$ cat src/rtl/sam_pkg.sv
package sam_pkg;

   typedef enum logic [1:0] {
      ST_IDLE  = 2'd0,
      ST_SCAN  = 2'd1,
      ST_SHIFT = 2'd2,
      ST_DONE  = 2'd3
   } sam_state_e;

   function automatic int cnt_width(input int w);
      return (w > 2) ? $clog2(w) : 1;
   endfunction

endpackage

$ cat src/rtl/sam_counter.sv
module sam_counter #(
   parameter int WIDTH = 4,
   parameter int CW    = sam_pkg::cnt_width(WIDTH)
) (
   input  logic clk,
   input  logic rst_n,
   input  logic clear,
   input  logic step,
   output logic last
);
   localparam logic [CW-1:0] FINAL = CW'(WIDTH - 1);

   logic [CW-1:0] bit_idx;

   generate
      if (WIDTH < 2) begin : g_bad_width
         $error("sam_counter: WIDTH must be at least 2");
      end
   endgenerate

   assign last = (bit_idx == FINAL);

   always_ff @(posedge clk or negedge rst_n) begin
      if (!rst_n) begin
         bit_idx <= '0;
      end else if (clear) begin
         bit_idx <= '0;
      end else if (step) begin
         bit_idx <= last ? '0 : bit_idx + 1'b1;
      end
   end

   p_idx_range_r5: assert property (@(posedge clk) disable iff (!rst_n)
      bit_idx <= FINAL);

   p_clear_r2: assert property (@(posedge clk) disable iff (!rst_n)
      clear |=> (bit_idx == '0));

endmodule

$ cat src/rtl/sam_ctrl.sv
module sam_ctrl
   import sam_pkg::*;
(
   input  logic clk,
   input  logic rst_n,
   input  logic start,
   input  logic lsb,
   input  logic last,
   output logic load,
   output logic add,
   output logic shift,
   output logic done
);
   sam_state_e state, state_nx;

   always_comb begin
      state_nx = state;
      load     = 1'b0;
      add      = 1'b0;
      shift    = 1'b0;
      done     = 1'b0;
      unique case (state)
         ST_IDLE: begin
            if (start) begin
               load     = 1'b1;
               state_nx = ST_SCAN;
            end
         end
         ST_SCAN: begin
            if (lsb) begin
               add      = 1'b1;
               state_nx = ST_SHIFT;
            end else begin
               shift    = 1'b1;
               state_nx = last ? ST_DONE : ST_SCAN;
            end
         end
         ST_SHIFT: begin
            shift    = 1'b1;
            state_nx = last ? ST_DONE : ST_SCAN;
         end
         ST_DONE: begin
            done     = 1'b1;
            state_nx = ST_IDLE;
         end
         default: state_nx = ST_IDLE;
      endcase
   end

   always_ff @(posedge clk or negedge rst_n) begin
      if (!rst_n) state <= ST_IDLE;
      else        state <= state_nx;
   end

   p_add_then_shift_r3: assert property (@(posedge clk) disable iff (!rst_n)
      add |=> shift);

   p_done_pulse_r6: assert property (@(posedge clk) disable iff (!rst_n)
      done |=> (!done && !add && !shift));

   p_one_action_r4: assert property (@(posedge clk) disable iff (!rst_n)
      $onehot0({load, add, shift, done}));

   p_idle_after_done_r9: assert property (@(posedge clk) disable iff (!rst_n)
      done |=> (state == ST_IDLE));

endmodule

$ cat src/rtl/sam_datapath.sv
module sam_datapath #(
   parameter int WIDTH = 4,
   parameter bit RIPPLE_ADD = 1'b1,
   parameter int PW = 2 * WIDTH + 1
) (
   input  logic             clk,
   input  logic             rst_n,
   input  logic             load,
   input  logic             add,
   input  logic             shift,
   input  logic [WIDTH-1:0] mcand,
   input  logic [WIDTH-1:0] mplier,
   output logic [PW-1:0]    prod
);
   localparam int HI_LO = WIDTH;
   localparam int HI_HI = 2 * WIDTH - 1;

   logic [WIDTH:0] sum;

   generate
      if (RIPPLE_ADD) begin : g_ripple
         logic [WIDTH:0] carry;
         assign carry[0] = 1'b0;
         for (genvar i = 0; i < WIDTH; i++) begin : g_fa
            logic a_b;
            assign a_b        = prod[HI_LO + i];
            assign sum[i]     = a_b ^ mcand[i] ^ carry[i];
            assign carry[i+1] = (a_b & mcand[i]) | (carry[i] & (a_b ^ mcand[i]));
         end
         assign sum[WIDTH] = carry[WIDTH];
      end else begin : g_behav
         assign sum = {1'b0, prod[HI_HI:HI_LO]} + {1'b0, mcand};
      end
   endgenerate

   always_ff @(posedge clk or negedge rst_n) begin
      if (!rst_n) begin
         prod <= '0;
      end else if (load) begin
         prod <= {{(WIDTH+1){1'b0}}, mplier};
      end else if (add) begin
         prod[PW-1:HI_LO] <= sum;
      end else if (shift) begin
         prod <= {1'b0, prod[PW-1:1]};
      end
   end

   p_load_r2: assert property (@(posedge clk) disable iff (!rst_n)
      load |=> (prod[PW-1:HI_LO] == '0 && prod[WIDTH-1:0] == $past(mplier)));

   p_add_keeps_low_r3: assert property (@(posedge clk) disable iff (!rst_n)
      add |=> (prod[WIDTH-1:0] == $past(prod[WIDTH-1:0])));

   p_shift_msb_r4: assert property (@(posedge clk) disable iff (!rst_n)
      shift |=> (prod[PW-1] == 1'b0 && prod[PW-2] == $past(prod[PW-1])));

   p_hold_r9: assert property (@(posedge clk) disable iff (!rst_n)
      (!load && !add && !shift) |=> $stable(prod));

endmodule

$ cat src/rtl/shift_add_mult.sv
module shift_add_mult #(
   parameter int WIDTH      = 4,
   parameter bit RIPPLE_ADD = 1'b1,
   parameter int PW         = 2 * WIDTH + 1
) (
   input  logic             clk,
   input  logic             rst_n,
   input  logic             start,
   input  logic [WIDTH-1:0] mcand,
   input  logic [WIDTH-1:0] mplier,
   output logic [PW-1:0]    product,
   output logic             done
);
   logic load, add, shift, last;

   generate
      if (PW != 2 * WIDTH + 1) begin : g_bad_pw
         $error("shift_add_mult: PW must equal 2*WIDTH+1");
      end
   endgenerate

   sam_ctrl u_ctrl (
      .clk   (clk),
      .rst_n (rst_n),
      .start (start),
      .lsb   (product[0]),
      .last  (last),
      .load  (load),
      .add   (add),
      .shift (shift),
      .done  (done)
   );

   sam_counter #(.WIDTH(WIDTH)) u_cnt (
      .clk   (clk),
      .rst_n (rst_n),
      .clear (load),
      .step  (shift),
      .last  (last)
   );

   sam_datapath #(.WIDTH(WIDTH), .RIPPLE_ADD(RIPPLE_ADD), .PW(PW)) u_dp (
      .clk    (clk),
      .rst_n  (rst_n),
      .load   (load),
      .add    (add),
      .shift  (shift),
      .mcand  (mcand),
      .mplier (mplier),
      .prod   (product)
   );

   p_last_shift_done_r5: assert property (@(posedge clk) disable iff (!rst_n)
      (shift && last) |=> done);

   p_done_msb_r6: assert property (@(posedge clk) disable iff (!rst_n)
      done |-> (product[PW-1] == 1'b0));

endmodule

$ cat config.mk
export PLATFORM = sky130hd
export DESIGN_NAME = shift_add_mult
export DESIGN_NICKNAME = d
export VERILOG_FILES = /design/src/rtl/sam_pkg.sv /design/src/rtl/sam_counter.sv /design/src/rtl/sam_ctrl.sv /design/src/rtl/sam_datapath.sv /design/src/rtl/shift_add_mult.sv
export SDC_FILE = /design/constraint.sdc
export NUM_CORES = 1
export LEC_CHECK = 0
export ABC_AREA = 0
export BUFFER_PORTS_ARGS = -buffer_cell sky130_fd_sc_hd__buf_2
export CORE_MARGIN = 2
export CORE_UTILIZATION = 30
export CTS_CLUSTER_SIZE = 14
export DETAILED_ROUTE_END_ITERATION = 16
export PLACE_DENSITY = 0.59
export SLEW_MARGIN = 20
export SYNTH_ARGS = -nofsm -noshare
export SYNTH_HDL_FRONTEND = slang
export SYNTH_SLANG_ARGS = --single-unit
$ cat constraint.sdc
create_clock -name clk -period 2.4 [get_ports clk]
set_input_delay 0 -clock clk [delete_from_list [all_inputs] [get_ports clk]]
set_output_delay 0 -clock clk [all_outputs]
set_load 0.005 [all_outputs]
Yosys cells after proc, flatten, opt, wreduce, memory -nomap -nowiden
Cells that the tools add are included.

Memories: 0. Register bits after elaboration: 13. Latch bits: 0. Memory bits (writable): 0. Input port bits: 11. ROM bits: 0. Output and inout port bits: 10.

Muxes and demuxes: 18. Shifts and indexed selects: 0. Magnitude comparators: 0. Add/sub/neg operators: 1. Multiply operators: 0. Bitwise gates (word level): 17. Equal/unequal tests: 6. Div/mod/pow operators: 0. Reductions and logical operators: 4.

Operators with widths (count): $mux 9 (2); $mux 2 (6); $pmux 2 s4 (1); $and 1x1->1 (7); $xor 1x1->1 (7); $eq 2x2->1 const B (3); $mux 1 (6); $mux 5 (1); $mux 4 (1); $ne 2x2->1 const B (2); $or 1x1->1 (3); $reduce_bool 3->1 (1); $add 2x1->2 const B (1); $eq 2x1->1 const B (1); $logic_not 2->1 (1); $pmux 1 s2 (1); $reduce_and 2->1 (1); $reduce_bool 2->1 (1).

Logic depth before layout (Yosys ltp)
Gate-level depths: netlist (run 1).

Word-level depth: 9. Gate-level depth with buffers: 8.

Cells and area by module
A second synthesis (run 1) with hierarchy kept.

Cells, all modules: 76. Area, all modules: 870.8 um^2.

Modules (own cells, without submodules): sam_datapath (instances 1, cells each 49, area an instance 586.8 um^2, sequential area each 225.2 um^2); sam_ctrl (instances 1, cells each 19, area an instance 183.9 um^2, sequential area each 50.0 um^2); sam_counter (instances 1, cells each 8, area an instance 100.1 um^2, sequential area each 50.0 um^2).

Least setup slack after synthesis (run 1)
OpenSTA, ideal clock, no wires.

Kind: register to register. Start: register u_dp.prod[4]. End: register u_dp.prod[7]. Data arrival time: 2.118 ns. Cell stages (with the launch flop): 9. Data required time: 2.274 ns. Slack: 0.156 ns. Cells stage by stage: dfrtp_1 ha_1 inv_1 fa_1 fa_1 inv_1 fa_1 nor3b_1 a221o_1.

Cells in the longest elaborated chain, start to end: 8.

Ends and longest elaborated chain: from (decl) (line sam_datapath.sv:13) `output logic [PW-1:0] prod`; from (signal assigned) (line sam_datapath.sv:40) `prod <= {{(WIDTH+1){1'b0}}, mplier};`; from (signal, indexed assignment) (line sam_datapath.sv:42) `prod[PW-1:HI_LO] <= sum;`; from (signal assigned) (line sam_datapath.sv:44) `prod <= {1'b0, prod[PW-1:1]};`; $and 1x1->1 (2 in series) (line sam_datapath.sv:28) `assign carry[i+1] = (a_b & mcand[i]) | (carry[i] & (a_b ^ mcand[i]));`; $or 1x1->1 (line sam_datapath.sv:28); $and 1x1->1 (line sam_datapath.sv:28); $or 1x1->1 (line sam_datapath.sv:28); $xor 1x1->1 (line sam_datapath.sv:27) `assign sum[i] = a_b ^ mcand[i] ^ carry[i];`; $mux 5 (line sam_datapath.sv:41) `end else if (add) begin`; $mux 9 (line sam_datapath.sv:39) `end else if (load) begin`.

Every way passes these cells. A chain may end at the register's enable or synchronous reset.

Final worst setup path (run 1)
Same ends and word-level chain as after synthesis.

==> results.cfg, run 1 <==
[layout]
drive_gt1_share_pct = 24.3
n_antenna_cell = 0
layout.nets = 137
area_growth_pct = 19.6
fill_cells = 299
final_cell_mix = buf_2, dfrtp_1, inv_1, nand2_1, ha_1
layout.cells.most_common = buf_2
final_area_um2 = 1080

[timing]
max-slew-margin-rel_pct = 74.5
setup_violations = 0
skew_ps = 10.0
worst_slew_pin_slew_ps = 382
drv_slew = 0
final.setup.tns_ps = 0
worst_slack_ps = 123
fin_crit_ps = 2280
hold_viol_final = 0
fmax_mhz = 439
fin_crit_sh_pct = 94.9
rsz0062_at_grt = no

[power]
power_w = 0.00126
p_leak_nw = 0.525
power_report.internal_total_w = 0.000708
p_comb_share_pct = 56.4
seqPwrFrac_pct = 32.4
clkPwrFrac_pct = 11.1
sw_frac_of_total_pct = 44.0
power.density_nw_per_um2 = 1170
ir_worst_vdd_uv = 337
switchingPower_w = 0.000556

[synthesis]
synth-main-ff-cell = dfrtp_1
synth_seq_cells = 13
syn_inst = 91
synth_edf_count = 0
yosysSeqAreaShare_pct = 36.2
avgSynthCellArea_um2 = 9.89
synthArstFlopShare_pct = 100
synth_cell_types = 31
synth_warnings = 0
syn_area_um2 = 900
synth_nets = 112

[min_path]
min_path_cells = 4
worstHoldPathType = in2reg

[clock_tree]
tritoncts = done
clkSlewWorstSetupHoldPaths_ps = 90
cts.sinks = 13
insertion_delay_ps = 280
htree_levels = 1
cts_buffers = 3
root_buffer = clkbuf_4
clockBufferDepth = 2

[worst_setup_path]
path_class = reg2reg
path_max_fanout = 2
cp.arrival_ps = 2450
reg2reg_depth = 8
cp.required_ps = 2580
crit_path_end_kind = register
start_kind = register
reg2reg_slack_ps = 120

[floorplanning]
ios = 21
die_y_um = 58.8
core_um2 = 2810
die_w_um = 58.8
start_util_pct = 32.1
rows = 19
dieArea_um2 = 3450

[flow_run]
timing.max_cap.violations = 0

[outcome]
status = complete, but fails checks
violations = design-rule violations

[drt]
route.final.wire_length_um = 1960
avgRoutedWirePerCell_um = 13.5
drt_iter0_markers = 22
firstDrtPassIters = 9
vias_per_cell = 5.36
drc = 1
vias = 782
antenna_left = 0

[global_route]
grt_pass1_wl_um = 3400
overflow = 0
grt_pass1_vias = 762
grt_max_degree = 15
antenna_found_initial = 0
grt_usage_pct = 13.0

[place]
place.gp.congestion = 0.858
dp_slack_ps = 98.7
post_dp_cell_area_um2 = 1030
io_buffers = 20
hpwl_um = 1540
what timing repair did:
item	4_1_cts	5_1_grt
resized for setup	0	0
buffers inserted	0	0
setup endpoints to repair	0	0
hold buffers	2	0
endpoints found under the hold margin	14	0
worst max-delay path, cell delays in order, from the launching register on:
cell and delay, ps:
dfrtp_1 360, ha_1 150, inv_1 50, fa_1 380, fa_1 360, inv_1 70, fa_1 390, nor3b_1 150
a221o_1 260
area by class of cell:
type	count	area [µm²]	area share [%]
Multi-Input combinational cell	65	517	48.0
Sequential cell	13	325	30.2
Timing Repair Buffer	24	135	12.6
Tap cell	31	38.8	3.60
Inverter	9	33.8	3.14
Clock buffer	4	26.3	2.44
cell usage after synthesis, types with 2 or more instances:
cell       instances  share of area [%]
inv_1              9                3.8
a31oi_1            3                2.1
mux2i_1            2                2.2
nor3_1             3                1.7
buf_4              2                1.7
ha_1               7                9.7
dfrtp_1           13                 36
fa_1               3                6.7
nand3_1            4                2.2
and3_1             3                2.1
o41ai_1            2                1.9
a221o_1            4                4.5
a21oi_1            4                2.2
nor2b_1            2                1.4
nand4_1            4                2.8
o2111ai_1          3                2.9
o21a_1             2                1.7
nor3b_1            2                1.7
nand2_1            7                2.9
registers in the layout (all words and copies together), names as in the netlist:
name	count
u_dp.prod	9
u_cnt.bit_idx	2
u_ctrl.state	2
per-stage QoR:
stage | utilization [%] | hold slack (ps) | instances
2_1_floorplan | - | -296 | 91
3_3_place_gp | 36.7 | -88.2 | 140
3_5_place_dp | 36.7 | -89.7 | 140
4_1_cts | 38.4 | 69.4 | 146
5_1_grt | 38.4 | 97.0 | 146
6_report | 38.4 | 69.5 | 146
logic make-up (layout without fill, tap and decap cells):
kind of cell | Yosys count | after routing | synth area share, %
AO/OA/AOI/OAI | 20 | 20 | 17.2
adder cells (fa/ha/maj) | 10 | 10 | 16.4
buffers and inverters | 13 | 37 | 6.40
flip-flops | 13 | 13 | 36.2
multiplexers | 2 | 2 | 2.23
AND/OR/NAND/NOR | 33 | 33 | 21.6
worst paths after layout:
check | startpoint | to
worst max-delay path | u_dp.prod[4] | u_dp.prod[7]
worst min-delay path | mplier[1] | u_dp.prod[1]
worst max register to register | u_dp.prod[4] | u_dp.prod[7]
worst min register to register | u_dp.prod[8] | u_dp.prod[7]
max in group asynchronous | rst_n | u_ctrl.state[0]
min in group asynchronous | rst_n | u_dp.prod[1]
power by group through the flow:
stage	sequential [W]	combinational, W	clock [W]
2_1_floorplan	0.000405	0.000532	0
3_3_place_gp	0.000414	0.000712	0
3_5_place_dp	0.000417	0.000720	0
4_1_cts	0.000413	0.000724	0.000145
5_1_grt	0.000427	0.000825	0.000152
6_report	0.000410	0.000713	0.000141
per-layer routing:
metal | global-route usage (%) | vias up | routed length (µm) | share of wire, %
met1 | 15.4 | 379 | 871 | 44
met3 | 4.84 | 4 | 101 | 5.1
met4 | 3.90 | 0 | 32 | 1.6
met2 | 21.7 | 17 | 959 | 49
met5 | 0 | - | 0 | 0
li1 | - | 382 | - | -
No activity file was read; power rests on OpenSTA's default activity.
==> inputs of run 2 (changes only) <==
Settings changed: CTS_BUF_LIST set to sky130_fd_sc_hd__clkbuf_4.
==> run 2 against run 1 <==
Against the previous run:
- the run still ends with design-rule violations left
- sequential cell count is the same
- routed wire length decreased by 0.56%
- highest routed layer unchanged
- count of clock-buffer cells in the layout unchanged
- combinational power barely moved
- first-iteration DRC count stayed put
- largest power group unchanged
- sequential share of layout area is 0.11 points lower
- critical path depth is the same
- worst hold slack better by 0.96 ps
- power grew 0.69%
==> results.cfg, run 2 (synthesized netlist as in run 1, its figures left out) <==
[timing]
fmax_mhz = 439
worst_slew_pin_slew_ps = 382
setup_violations = 0
final.setup.tns_ps = 0
worst_slack_ps = 123
drv_slew = 0
skew_ps = 11.6
rsz0062_at_grt = no
hold_viol_final = 0
fin_hold_ws_ps = 70.4
fin_crit_sh_pct = 94.9
fin_crit_ps = 2280
max-slew-margin-rel_pct = 74.5

[clock_tree]
cts.sinks = 13
clkSlewWorstSetupHoldPaths_ps = 90
cts_hold_buffers = 2
htree_levels = 1
cts_setup_buffers = 0
clockBufferDepth = 2
cts-resized-gates = 0
tritoncts = done
root_buffer = clkbuf_4
cts_buffers = 3
insertion_delay_ps = 280

[floorplanning]
ios = 21
rows = 19
dieArea_um2 = 3450
die_y_um = 58.8
start_util_pct = 32.1
die_w_um = 58.8
core_um2 = 2810

[worst_setup_path]
cp.arrival_ps = 2450
path_max_fanout = 2
reg2reg_slack_ps = 120
cp.required_ps = 2580
crit_path_end_kind = register
r2r-start = u_dp.prod[4]
path_class = reg2reg
cp-startpoint = u_dp.prod[4]
start_kind = register

[layout]
area_growth_pct = 20.0
n_antenna_cell = 0
drive_gt1_share_pct = 25.2
final_cell_mix = buf_2, dfrtp_1, inv_1, nand2_1, ha_1
final_util_pct = 38.5
largest-register = u_dp.prod
layout.nets = 137
top_regs = u_dp.prod: 9 flops, u_cnt.bit_idx: 2 flops, u_ctrl.state: 2 flops
largest_reg_flops = 9
layout.cells.most_common = buf_2
layout.cells.non_filler = 146

[min_path]
worstHoldPathType = in2reg
min_from = mplier[1]

[global_route]
overflow = 0
grt_pass1_vias = 761
antenna_found_initial = 0
grt_usage_pct = 12.9
grt_max_degree = 15
grt_pass1_wl_um = 3390

[place]
dp_slack_ps = 98.7
hpwl_um = 1540
io_buffers = 20
dp.cells = 140
place.gp.congestion = 0.858

[drt]
drc = 1
vias = 781
antenna_left = 0
avgRoutedWirePerCell_um = 13.4
vias_per_cell = 5.35
firstDrtPassIters = 9
route.final.wire_length_um = 1950
drt_iter0_markers = 22

[power]
p_leak_nw = 0.529
ir_worst_vdd_uv = 335
power.density_nw_per_um2 = 1180

[outcome]
status = complete, but fails checks
violations = design-rule violations

[flow_run]
timing.max_cap.violations = 0
==> run 2: power breakdown <==
group          total [W]  internal [W]  switching (W)
Combinational   0.000713      0.000327       0.000386
Clock           0.000150     0.0000758      0.0000743
Sequential      0.000410      0.000316      0.0000934
==> run 2: stage by stage <==
step                total power [W]  instance area, µm²
floorplan                  0.000937                 900
global placement            0.00113                1030
detailed placement          0.00114                1030
CTS                         0.00129                1080
global route                0.00141                1080
finish                      0.00127                1080
==> run 2: final timing paths <==
check,to,depth (start not counted)
max,u_dp.prod[7],8
min,u_dp.prod[1],4
max reg2reg,u_dp.prod[7],8
min reg2reg,u_dp.prod[7],1
max in group asynchronous,u_ctrl.state[1],2
min in group asynchronous,u_dp.prod[1],2
==> run 2: layout make-up <==
class	instances	area, µm²
inverter	9	33.8
timing repair buffer	24	135
tap	31	38.8
multi-input combinational	65	517
fill	299	1730
clock buffer	4	30.0
sequential	13	325
==> run 2: routing by layer <==
metal / wire (µm) / track usage [%]
met5: 0 / 0
met4: 32 / 3.90
met3: 99 / 4.84
met2: 961 / 21.7
met1: 859 / 15.3
==> run 2: critical path, cell delays in order (launching register included) <==
cell and delay, ps:
dfrtp_1 360, ha_1 150, inv_1 50, fa_1 380, fa_1 360, inv_1 70, fa_1 390, nor3b_1 150
a221o_1 260
==> inputs of run 3 (changes only) <==
Settings changed: CORE_UTILIZATION 30 to 55, PLACE_DENSITY 0.59 to 0.9.
==> run 3 against run 2 <==
Against the previous run:
- the flow now finishes without violations
- sequential share of layout area increased by 0.61 points
- global-route usage increased by 11 points
- critical path depth unchanged
- sequential power about the same
- sequential cell count unchanged
- first-iteration DRC count increased by 130%
- count of clock-buffer cells in the layout decreased by 1
- non-clock buffer count unchanged
- routed wire length increased by 4.4%
==> results.cfg, run 3 (synthesized netlist as in run 1, its figures left out) <==
[drt]
vias_per_cell = 6.18
route.final.wire_length_um = 2040
drt_iter0_markers = 50
drc = 0
antenna_left = 0
avgRoutedWirePerCell_um = 15.6
vias = 809
firstDrtPassIters = 4

[worst_setup_path]
cp-startpoint = u_dp.prod[4]
r2r_end = u_dp.prod[7]
cp.arrival_ps = 2490
cp.required_ps = 2590
reg2reg_slack_ps = 110
path_max_fanout = 2
start_kind = register
r2r-start = u_dp.prod[4]
crit_path_end_kind = register
reg2reg_depth = 8
path_class = reg2reg

[timing]
setup_violations = 0
fin_crit_ps = 2290
skew_ps = 18.7
final.setup.tns_ps = 0
hold_viol_final = 0
max-slew-margin-rel_pct = 73.7
fin_crit_sh_pct = 95.5
worst_slew_pin_slew_ps = 394
drv_slew = 0
fmax_mhz = 436
rsz0062_at_grt = no
worst_slack_ps = 108

[layout]
area_growth_pct = 17.7
drive_gt1_share_pct = 25.2
final_area_um2 = 1060
top_regs = u_dp.prod: 9 flops, u_cnt.bit_idx: 2 flops, u_ctrl.state: 2 flops
layout.cells.most_common = buf_2
final_cell_mix = buf_2, dfrtp_1, inv_1, nand2_1, ha_1
largest_reg_flops = 9
largest-register = u_dp.prod
layout.nets = 137
n_antenna_cell = 0

[clock_tree]
cts-resized-gates = 0
root_buffer = clkbuf_4
htree_levels = 1
tritoncts = done
cts_hold_buffers = 2
cts_setup_buffers = 0
clkSlewWorstSetupHoldPaths_ps = 100
cts.sinks = 13
cts_buffers = 3
clockBufferDepth = 2
insertion_delay_ps = 300

[min_path]
min_path_cells = 4
worstHoldPathType = in2reg
min_from = mplier[1]
hold_end = u_dp.prod[1]

[floorplanning]
ios = 21
die_w_um = 44.4
rows = 14
dieArea_um2 = 1980
die_y_um = 44.4
core_um2 = 1520
start_util_pct = 59.0

[place]
place.gp.congestion = 0.848
io_buffers = 20
post_dp_cell_area_um2 = 1010
hpwl_um = 1510
dp_slack_ps = 97.2

[power]
p_comb_share_pct = 56.8
power.density_nw_per_um2 = 1220
ir_worst_vdd_uv = 627
power_report.internal_total_w = 0.000708
clkPwrFrac_pct = 11.3
seqPwrFrac_pct = 31.9
power_w = 0.00129
switchingPower_w = 0.000586
p_leak_nw = 0.528
sw_frac_of_total_pct = 45.3

[global_route]
overflow = 0
antenna_found_initial = 0
grt_usage_pct = 23.6
grt_max_degree = 16
grt_pass1_wl_um = 3270
grt_pass1_vias = 747

[flow_run]
timing.max_cap.violations = 0

[outcome]
status = finished clean
==> run 3: cell types whose count changed in the layout (fill, tap and decap cells not counted), sizes merged <==
cell,change
clkbuf,-1
clkinv,+1
==> run 3: final cells by class <==
type	count	area, µm²
Clock buffer	3	22.5
Clock inverter	1	5.00
Fill cell	120	465
Inverter	9	33.8
Multi-Input combinational cell	65	517
Sequential cell	13	325
Tap cell	16	20.0
Timing Repair Buffer	24	135
==> run 3: through the flow <==
| stage | hold slack, ps | instances | util, % |
|---|---|---|---|
| after global routing | 84.7 | 131 | 69.5 |
| final | 51.4 | 131 | 69.5 |
| after floorplan | -296 | 91 | - |
| after global placement | -96.6 | 125 | 66.3 |
| after CTS | 61.2 | 131 | 69.5 |
| after detailed placement | -94.5 | 125 | 66.3 |
==> run 3: how the worst max path moves through the flow <==
stage / cells after the start / slack, ps / endpoint
after global placement: 8 / 170 / u_dp.prod[7]
after global routing: 8 / 6 / u_dp.prod[7]
final: 8 / 110 / u_dp.prod[7]
after CTS: 8 / 80 / u_dp.prod[7]
after detailed placement: 8 / 100 / u_dp.prod[7]
after floorplan: 8 / 160 / u_dp.prod[7]
==> run 3: routing by layer <==
layer	GRT usage, %	vias up	wire length, µm
li1	-	385	-
met1	32.3	387	895
met2	36.5	32	979
met3	2.45	5	120
met4	13.3	0	43
met5	0	-	0
==> run 3: critical path, stage by stage, from the launching register on <==
cell and delay, ps:
dfrtp_1 360, ha_1 140, inv_1 40, fa_1 380, fa_1 380, inv_1 70, fa_1 390, nor3b_1 150
a221o_1 270
==> run 3: power groups by stage <==
| stage | Clock (W) | Combinational, W | Sequential, W |
|---|---|---|---|
| after floorplan | 0 | 0.000532 | 0.000405 |
| after global placement | 0 | 0.000693 | 0.000407 |
| after detailed placement | 0 | 0.000730 | 0.000417 |
| after CTS | 0.000150 | 0.000738 | 0.000412 |
| after global routing | 0.000157 | 0.000828 | 0.000426 |
| final | 0.000147 | 0.000735 | 0.000412 |
